`src/rtl/pdiv_pkg.sv`:
```
package pdiv_pkg;
  typedef enum logic [1:0] {
    STYLE_UP   = 2'd0,
    STYLE_DOWN = 2'd1,
    STYLE_SIGN = 2'd2
  } count_style_e;
endpackage

```
`src/rtl/pdiv_sync.sv`:
```
module pdiv_sync #(
  parameter int STAGES = 2
) (
  input  logic clk,
  input  logic rst_n,
  input  logic async_in,
  output logic sync_out
);
  logic [STAGES-1:0] chain_q;
  logic [STAGES-1:0] chain_d;

  always_comb begin
    chain_d = {chain_q[STAGES-2:0], async_in};
  end

  always_ff @(posedge clk or negedge rst_n) begin
    if (!rst_n) chain_q <= '0;
    else        chain_q <= chain_d;
  end

  assign sync_out = chain_q[STAGES-1];
endmodule

```
`src/rtl/pdiv_edge.sv`:
```
module pdiv_edge (
  input  logic clk,
  input  logic rst_n,
  input  logic level_in,
  output logic rise_out
);
  logic prev_q;

  always_ff @(posedge clk or negedge rst_n) begin
    if (!rst_n) prev_q <= 1'b0;
    else        prev_q <= level_in;
  end

  assign rise_out = level_in & ~prev_q;

  // a rise needs a low sample in between, so two in a row cannot occur
  AST_RISE_SPACED: assert property (@(posedge clk) disable iff (!rst_n)
    rise_out |=> !rise_out);
endmodule

```
`src/rtl/pdiv_count.sv`:
```
module pdiv_count
  import pdiv_pkg::*;
#(
  parameter int           DIV_N = 5,
  parameter count_style_e STYLE = STYLE_SIGN
) (
  input  logic clk,
  input  logic rst_n,
  input  logic step,
  output logic terminal
);
  localparam int UW = $clog2(DIV_N + 1);
  localparam int SW = $clog2(DIV_N) + 1;

  generate
    if (STYLE == STYLE_UP) begin : g_up
      localparam logic [UW-1:0] LIMIT = UW'(DIV_N);
      logic [UW-1:0] cnt_q, cnt_d, cnt_inc;
      logic          hit;
      always_comb begin
        cnt_inc = cnt_q + UW'(1);
        hit     = (cnt_inc == LIMIT);
        cnt_d   = cnt_q;
        if (step) cnt_d = hit ? '0 : cnt_inc;
      end
      always_ff @(posedge clk or negedge rst_n) begin
        if (!rst_n) cnt_q <= '0;
        else        cnt_q <= cnt_d;
      end
      assign terminal = step & hit;
      AST_UP_RANGE: assert property (@(posedge clk) disable iff (!rst_n)
        cnt_q < LIMIT);
      AST_UP_HOLD: assert property (@(posedge clk) disable iff (!rst_n)
        !step |=> $stable(cnt_q));
    end else if (STYLE == STYLE_DOWN) begin : g_down
      localparam logic [UW-1:0] LOAD = UW'(DIV_N);
      logic [UW-1:0] cnt_q, cnt_d, cnt_dec;
      logic          hit;
      always_comb begin
        cnt_dec = cnt_q - UW'(1);
        hit     = (cnt_dec == '0);
        cnt_d   = cnt_q;
        if (step) cnt_d = hit ? LOAD : cnt_dec;
      end
      always_ff @(posedge clk or negedge rst_n) begin
        if (!rst_n) cnt_q <= LOAD;
        else        cnt_q <= cnt_d;
      end
      assign terminal = step & hit;
      AST_DOWN_NONZERO: assert property (@(posedge clk) disable iff (!rst_n)
        (cnt_q != '0) && (cnt_q <= LOAD));
      AST_DOWN_HOLD: assert property (@(posedge clk) disable iff (!rst_n)
        !step |=> $stable(cnt_q));
    end else begin : g_sign
      localparam logic [SW-1:0] LOAD = SW'(DIV_N - 1);
      logic [SW-1:0] cnt_q, cnt_d, cnt_dec;
      always_comb begin
        cnt_dec = cnt_q - SW'(1);
        cnt_d   = cnt_q;
        if (step) cnt_d = cnt_dec[SW-1] ? LOAD : cnt_dec;
      end
      always_ff @(posedge clk or negedge rst_n) begin
        if (!rst_n) cnt_q <= LOAD;
        else        cnt_q <= cnt_d;
      end
      assign terminal = step & cnt_dec[SW-1];
      AST_SIGN_CLEAR: assert property (@(posedge clk) disable iff (!rst_n)
        !cnt_q[SW-1]);
      AST_SIGN_HOLD: assert property (@(posedge clk) disable iff (!rst_n)
        !step |=> $stable(cnt_q));
    end
  endgenerate
endmodule

```
`src/rtl/pulse_divider.sv`:
```
module pulse_divider
  import pdiv_pkg::*;
#(
  parameter int           DIV_N       = 5,
  parameter count_style_e STYLE       = STYLE_SIGN,
  parameter int           SYNC_STAGES = 2
) (
  input  logic clk,
  input  logic rst_n,
  input  logic pulse_in,
  output logic div_pulse
);
  generate
    if (DIV_N < 2) begin : g_bad_ratio
      $fatal(1, "pulse_divider: DIV_N must be 2 or more");
    end
  endgenerate

  logic in_sync;
  logic in_rise;
  logic term;
  logic pulse_q, pulse_d;

  pdiv_sync #(.STAGES(SYNC_STAGES)) sync_i (
    .clk(clk), .rst_n(rst_n), .async_in(pulse_in), .sync_out(in_sync));

  pdiv_edge edge_i (
    .clk(clk), .rst_n(rst_n), .level_in(in_sync), .rise_out(in_rise));

  pdiv_count #(.DIV_N(DIV_N), .STYLE(STYLE)) count_i (
    .clk(clk), .rst_n(rst_n), .step(in_rise), .terminal(term));

  always_comb pulse_d = term;

  always_ff @(posedge clk or negedge rst_n) begin
    if (!rst_n) pulse_q <= 1'b0;
    else        pulse_q <= pulse_d;
  end

  assign div_pulse = pulse_q;

  AST_PULSE_SINGLE: assert property (@(posedge clk) disable iff (!rst_n)
    div_pulse |=> !div_pulse);
  AST_PULSE_FROM_EDGE: assert property (@(posedge clk) disable iff (!rst_n)
    div_pulse |-> $past(in_rise));
endmodule

```
`config.mk`:
```
export PLATFORM = sky130hd
export DESIGN_NAME = pulse_divider
export DESIGN_NICKNAME = d
export VERILOG_FILES = /design/src/rtl/pdiv_pkg.sv /design/src/rtl/pdiv_sync.sv /design/src/rtl/pdiv_edge.sv /design/src/rtl/pdiv_count.sv /design/src/rtl/pulse_divider.sv
export SDC_FILE = /design/constraint.sdc
export NUM_CORES = 1
export LEC_CHECK = 0
export CORE_AREA = 4 4 41 43
export DETAILED_ROUTE_END_ITERATION = 6
export DIE_AREA = 0 0 45 47
export REMOVE_ABC_BUFFERS = 1
export SKIP_LAST_GASP = 1
export SYNTH_ARGS = -nofsm -noshare
export SYNTH_HDL_FRONTEND = slang
export SYNTH_SLANG_ARGS = --single-unit
```
`constraint.sdc`:
```
create_clock -name clk -period 1.1 [get_ports clk]
set_input_delay 0.22 -clock clk [delete_from_list [all_inputs] [get_ports clk]]
set_output_delay 0.22 -clock clk [all_outputs]
set_load 0.05 [all_outputs]
```
Word-level counts from Yosys, hierarchy flattened
Index checks and enable logic that the tools add are counted.
{ "classes": {"n_addsub": 1, "n_mux": 1, "n_bitwise": 3} }
{ "op_table": {"columns": ["cell", "n"], "rows": [
  ["subtractor 4 x 1 -> 4 bit (second input constant)", 1],
  ["two-way mux 3 bit", 1],
  ["AND 1 bit", 2],
  ["NOT 1 bit", 1]
]} }
{ "word_totals": {"reg_bits": 8, "input_bits": 3, "out_inout_bits": 1, "wordCells": 9} }

Longest topological paths before layout
{ "logic_depth": {"ltp_word": 3, "mapped_depth": 5} }

Modules after synthesis
A second synthesis with hierarchy kept.
{ "unflattened": {"cells_unflattened": 20, "area_unflattened_um2": 272.8} }
{ "modules_own_cells": {"columns": ["module", "instances", "cells_per_inst", "area_each_um2", "seq_area_each_um2"], "rows": [
  ["pdiv_count", 1, 15, 158.9, 76.3],
  ["pdiv_sync", 1, 2, 50.0, 50.0],
  ["pdiv_edge", 1, 2, 38.8, 25.0],
  ["pulse_divider", 1, 1, 25.0, 25.0]
]} }

Worst setup path after synthesis
OpenSTA, ideal clock, no wires.
{ "synth_timing": {"path_kind": "flip-flop to flip-flop", "startpoint": "register count_i.g_sign.cnt_q[0]", "endpoint": "register count_i.g_sign.cnt_q[2]", "setup_time_ps": 84, "arrival_ps": 913, "t_required_ps": 1016, "slack_ps": 103, "stages_incl_launch_ff": 6, "synth_period_minus_slack_ps": 997, "path_cell_list": "dfrtp_1 > inv_1 > ha_1 > o21bai_1 > a21oi_1 > a31oi_1"} }
{ "synth_between": {"elab_chain_cells": 2} }
{ "synth_rtl": {"columns": ["item", "line", "rtl"], "rows": [
  ["start, declared", "pdiv_count.sv:56", "logic [SW-1:0] cnt_q, cnt_d, cnt_dec;"],
  ["start signal, assigned", "pdiv_count.sv:64", "else cnt_q <= cnt_d;"],
  ["subtractor 4 x 1 -> 4 bit", "pdiv_count.sv:58", "cnt_dec = cnt_q - SW'(1);"],
  ["two-way mux 3 bit", "pdiv_count.sv:60", "if (step) cnt_d = cnt_dec[SW-1] ? LOAD : cnt_dec;"]
]} }
Every way passes these cells.
A chain may end at the register's enable or synchronous reset.

Worst setup path after layout
Ends and elaborated chain as after synthesis.

==> report_table.html <==
<table>
<tr><th>Metric</th><th>Value</th></tr>
<tr><th colspan="2">Status</th></tr>
<tr><td>Result of the run</td><td>complete, no violations</td></tr>
<tr><th colspan="2">Logic synthesis</th></tr>
<tr><td>Unique cell type count in the Yosys netlist</td><td>13</td></tr>
<tr><td>Share of the synthesized area in compound gates (AO/OA/AOI/OAI)</td><td>14.4%</td></tr>
<tr><td>Cell Area, Synth</td><td>between 200 and 300 um^2</td></tr>
<tr><td>Number of storage elements in the synthesis netlist</td><td>7</td></tr>
<tr><td>Mean post-synth cell area</td><td>12.3 um^2</td></tr>
<tr><td>Adder-cell share of the synthesized area</td><td>around 4.6%</td></tr>
<tr><td>Number of cells produced by synthesis</td><td>22</td></tr>
<tr><td>Sequential-to-total area share from yosys stat</td><td>between 60% and 70%</td></tr>
<tr><td>Yosys warns</td><td>0</td></tr>
<tr><td>Main combinational cell family by area after synthesis</td><td>compound AO/OA/AOI/OAI gates</td></tr>
<tr><td>Parity-gate share of the synthesized area counting xor and xnor cells</td><td>0%</td></tr>
<tr><td>Synthesized-area fraction occupied by and/or/nand/nor cells</td><td>about 13%</td></tr>
<tr><td>Mux share of post-synthesis cell area</td><td>0%</td></tr>
<tr><th colspan="2">Clock tree</th></tr>
<tr><td>Clock buffer depth</td><td>2</td></tr>
<tr><td>Worst skew pair latency</td><td>240 ps</td></tr>
<tr><td>Quantity of hold-fixing buffers added after cts</td><td>0</td></tr>
<tr><td>H-tree depth reported by CTS</td><td>1</td></tr>
<tr><td>Total clock sinks</td><td>7</td></tr>
<tr><td>Number of buffers added by the clock tree synthesis step</td><td>3</td></tr>
<tr><td>CTS tree</td><td>yes</td></tr>
<tr><td>CTS root buf</td><td>clkbuf_4</td></tr>
<tr><td>Clock-pin slew of the registers on the worst-case setup and hold paths</td><td>50 ps</td></tr>
<tr><th colspan="2">Die</th></tr>
<tr><td>Horizontal die dimension</td><td>45 um</td></tr>
<tr><td>Core Footprint</td><td>1300 um^2</td></tr>
<tr><td>Number of I/O pins</td><td>4</td></tr>
<tr><td>Row count</td><td>13</td></tr>
<tr><td>Initial Utilization</td><td>approximately 21%</td></tr>
<tr><td>Die outline height</td><td>47 um</td></tr>
<tr><td>Die outline area</td><td>2120 um^2</td></tr>
<tr><th colspan="2">STA</th></tr>
<tr><td>Measured slew at the worst slew-check pin</td><td>327 ps</td></tr>
<tr><td>Hold slack</td><td>235 ps</td></tr>
<tr><td>Final Skew</td><td>5.14 ps</td></tr>
<tr><td>Final Hold Violating Endpoints</td><td>0</td></tr>
<tr><td>Final worst setup slack</td><td>48.1 ps</td></tr>
<tr><td>Portion of the clock cycle consumed by the worst path in the final layout</td><td>a little over nine tenths</td></tr>
<tr><td>RSZ-0062 raised after global routing</td><td>true</td></tr>
<tr><td>Worst relative slew slack</td><td>78.1%</td></tr>
<tr><td>Tmin final</td><td>1050 ps</td></tr>
<tr><td>Peak clock frequency supported by timing</td><td>951 MHz</td></tr>
<tr><td>Number of pins with negative max-slew slack in the final report</td><td>0</td></tr>
<tr><td>Count of final setup violators</td><td>0</td></tr>
<tr><th colspan="2">Power and ir drop</th></tr>
<tr><td>Leakage</td><td>0.160 nW</td></tr>
<tr><td>Largest vdd supply drop</td><td>~900 uV</td></tr>
<tr><td>PD cells</td><td>2210 nW/um^2</td></tr>
<tr><th colspan="2">GRT</th></tr>
<tr><td>Largest net degree at the start of global routing</td><td>8</td></tr>
<tr><td>Number of global-route vias before repair</td><td>about 190</td></tr>
<tr><td>Total global-route track usage</td><td>5.66%</td></tr>
<tr><td>Global-route wire length before repair</td><td>772 um</td></tr>
<tr><td>Overall overflow remaining after global route</td><td>0</td></tr>
<tr><td>Antenna violations before repair</td><td>0</td></tr>
<tr><th colspan="2">Place</th></tr>
<tr><td>Final weighted congestion in routability-driven placement</td><td>roughly 0.60</td></tr>
<tr><td>Placed wire-length estimate</td><td>326 um</td></tr>
<tr><td>Post-Place Worst Slack</td><td>14.5 ps</td></tr>
<tr><td>Port Buffers</td><td>3</td></tr>
<tr><th colspan="2">Route</th></tr>
<tr><td>Via density per instance</td><td>4.27</td></tr>
<tr><td>DR WL/cell</td><td>9.33 um</td></tr>
<tr><td>DRC violations left</td><td>0</td></tr>
<tr><td>Number of design-rule violations left by the first detailed-router iteration</td><td>2</td></tr>
<tr><td>DR vias</td><td>192</td></tr>
<tr><td>Number of antenna-violating nets in the routed design</td><td>0</td></tr>
<tr><td>Iteration count of the initial detailed-routing pass</td><td>2</td></tr>
<tr><td>Wire length after detailed routing</td><td>~420 um</td></tr>
<tr><th colspan="2">Flow run</th></tr>
<tr><td>Max Cap Violations</td><td>0</td></tr>
<tr><th colspan="2">Layout</th></tr>
<tr><td>Most frequent cells in the layout</td><td>dfrtp_1, a21oi_1, clkbuf_4</td></tr>
<tr><td>Most frequent standard cell in the layout excluding fill and tap cells</td><td>dfrtp_1</td></tr>
<tr><td>Fraction of layout cells with a size suffix above 1</td><td>between 20% and 30%</td></tr>
<tr><td>Diode count</td><td>0</td></tr>
<tr><td>Number of nets in the layout</td><td>35</td></tr>
<tr><td>Area added between synthesis and finish</td><td>35.2%</td></tr>
<tr><th colspan="2">Setup path</th></tr>
<tr><td>CP Data Required Time</td><td>1270 ps</td></tr>
<tr><td>Crit-path max FO</td><td>5</td></tr>
<tr><td>Endpoint type of the worst setup path</td><td>flop</td></tr>
<tr><td>Arrival time reported for the critical path endpoint</td><td>1220 ps</td></tr>
<tr><td>WS Path Type</td><td>reg2reg</td></tr>
<tr><td>Critical Path Source Type</td><td>flop</td></tr>
<tr><th colspan="2">Worst hold path</th></tr>
<tr><td>Hold/Removal Path Class</td><td>in2async</td></tr>
</table>
-- cells in the mapped netlist --
library cell | number | area share [%]
a21oi_1 | 3 | 5.6
a31oi_1 | 1 | 2.3
dfrtp_1 | 6 | 56
dfstp_2 | 1 | 9.7
ha_1 | 1 | 4.6
inv_1 | 2 | 2.8
nand2_1 | 1 | 1.4
nand2b_1 | 1 | 2.3
nor2b_4 | 1 | 5.1
nor3_1 | 1 | 1.9
o21ai_0 | 2 | 3.7
o21bai_1 | 1 | 2.8
or2_1 | 1 | 2.3
-- through the flow --
| stage | cells | total power [mW] | util, % | area [um^2] | setup TNS, ps |
|---|---|---|---|---|---|
| after global placement | 41 | 0.568 | 25.9 | 337 | 0 |
| after detailed placement | 41 | 0.583 | 25.9 | 337 | 0 |
| final | 45 | 0.808 | 28.1 | 365 | 0 |
| after global routing | 45 | 0.888 | 28.1 | 365 | -31.9 |
| after CTS | 45 | 0.819 | 27.9 | 363 | 0 |
| after floorplan | 22 | 0.496 | - | 270 | 0 |
-- flip-flops by register name (all words and copies together) (netlist names) --
register	flops
count_i.g_sign.cnt_q	3
edge_i.prev_q	1
sync_i.chain_q	2
div_pulse	1
-- cell type report --
class / count / area (um^2)
sequential: 7 / 176
clock buffer: 4 / 26.3
tap: 15 / 18.8
fill: 153 / 936
multi-input combinational: 13 / 88.8
inverter: 2 / 7.51
timing repair buffer: 4 / 47.5
-- layer usage --
| layer | part of all wire (%) | wire, um | GRT usage (%) | up-vias |
|---|---|---|---|---|
| met3 | 11 | 46 | 6.13 | 0 |
| met4 | 0 | 0 | 1.75 | 0 |
| li1 | - | - | - | 94 |
| met1 | 42 | 177 | 6.06 | 92 |
| met5 | 0 | 0 | 0 | - |
| met2 | 47 | 196 | 7.34 | 6 |
-- what timing repair did --
item | 4_1_cts | 5_1_grt
setup endpoints to repair | 0 | 1
buffers inserted | 0 | 0
hold endpoints to repair | 0 | 0
resized for setup | 0 | 1
-- power by group --
group	leakage (nW)	total [mW]	internal [mW]	switching, mW
clock network	0.0150	0.225	0.138	0.0874
registers	0.0829	0.372	0.327	0.0453
logic	0.0620	0.210	0.109	0.102
-- kinds of logic (layout without fill, tap and decap cells) --
kind of cell	after synthesis	in the layout
AOI/OAI and AO/OA	7	7
and+or+nand+nor	5	5
DFF	7	7
adders and majority gates	1	1
buffers and inverters	2	10
-- worst paths after layout --
check / slack (ps) / cells after the start / startpoint / end
min in group clk: 350 / 0 / sync_i.chain_q[0] / sync_i.chain_q[1]
max in group asynchronous: 570 / 1 / rst_n / count_i.g_sign.cnt_q[2]
hold reg to reg: 350 / 0 / sync_i.chain_q[0] / sync_i.chain_q[1]
setup reg to reg: 50 / 5 / count_i.g_sign.cnt_q[0] / count_i.g_sign.cnt_q[2]
setup / recovery: 50 / 5 / count_i.g_sign.cnt_q[0] / count_i.g_sign.cnt_q[2]
hold / removal: 240 / 1 / rst_n / count_i.g_sign.cnt_q[0]
-- critical path, stage by stage (launching register included) --
cell,delay (ps)
dfrtp_1,410
inv_1,70
ha_2,160
o21bai_1,100
a21oi_1,80
a31oi_1,150
No activity file was read; power rests on OpenSTA's default activity.
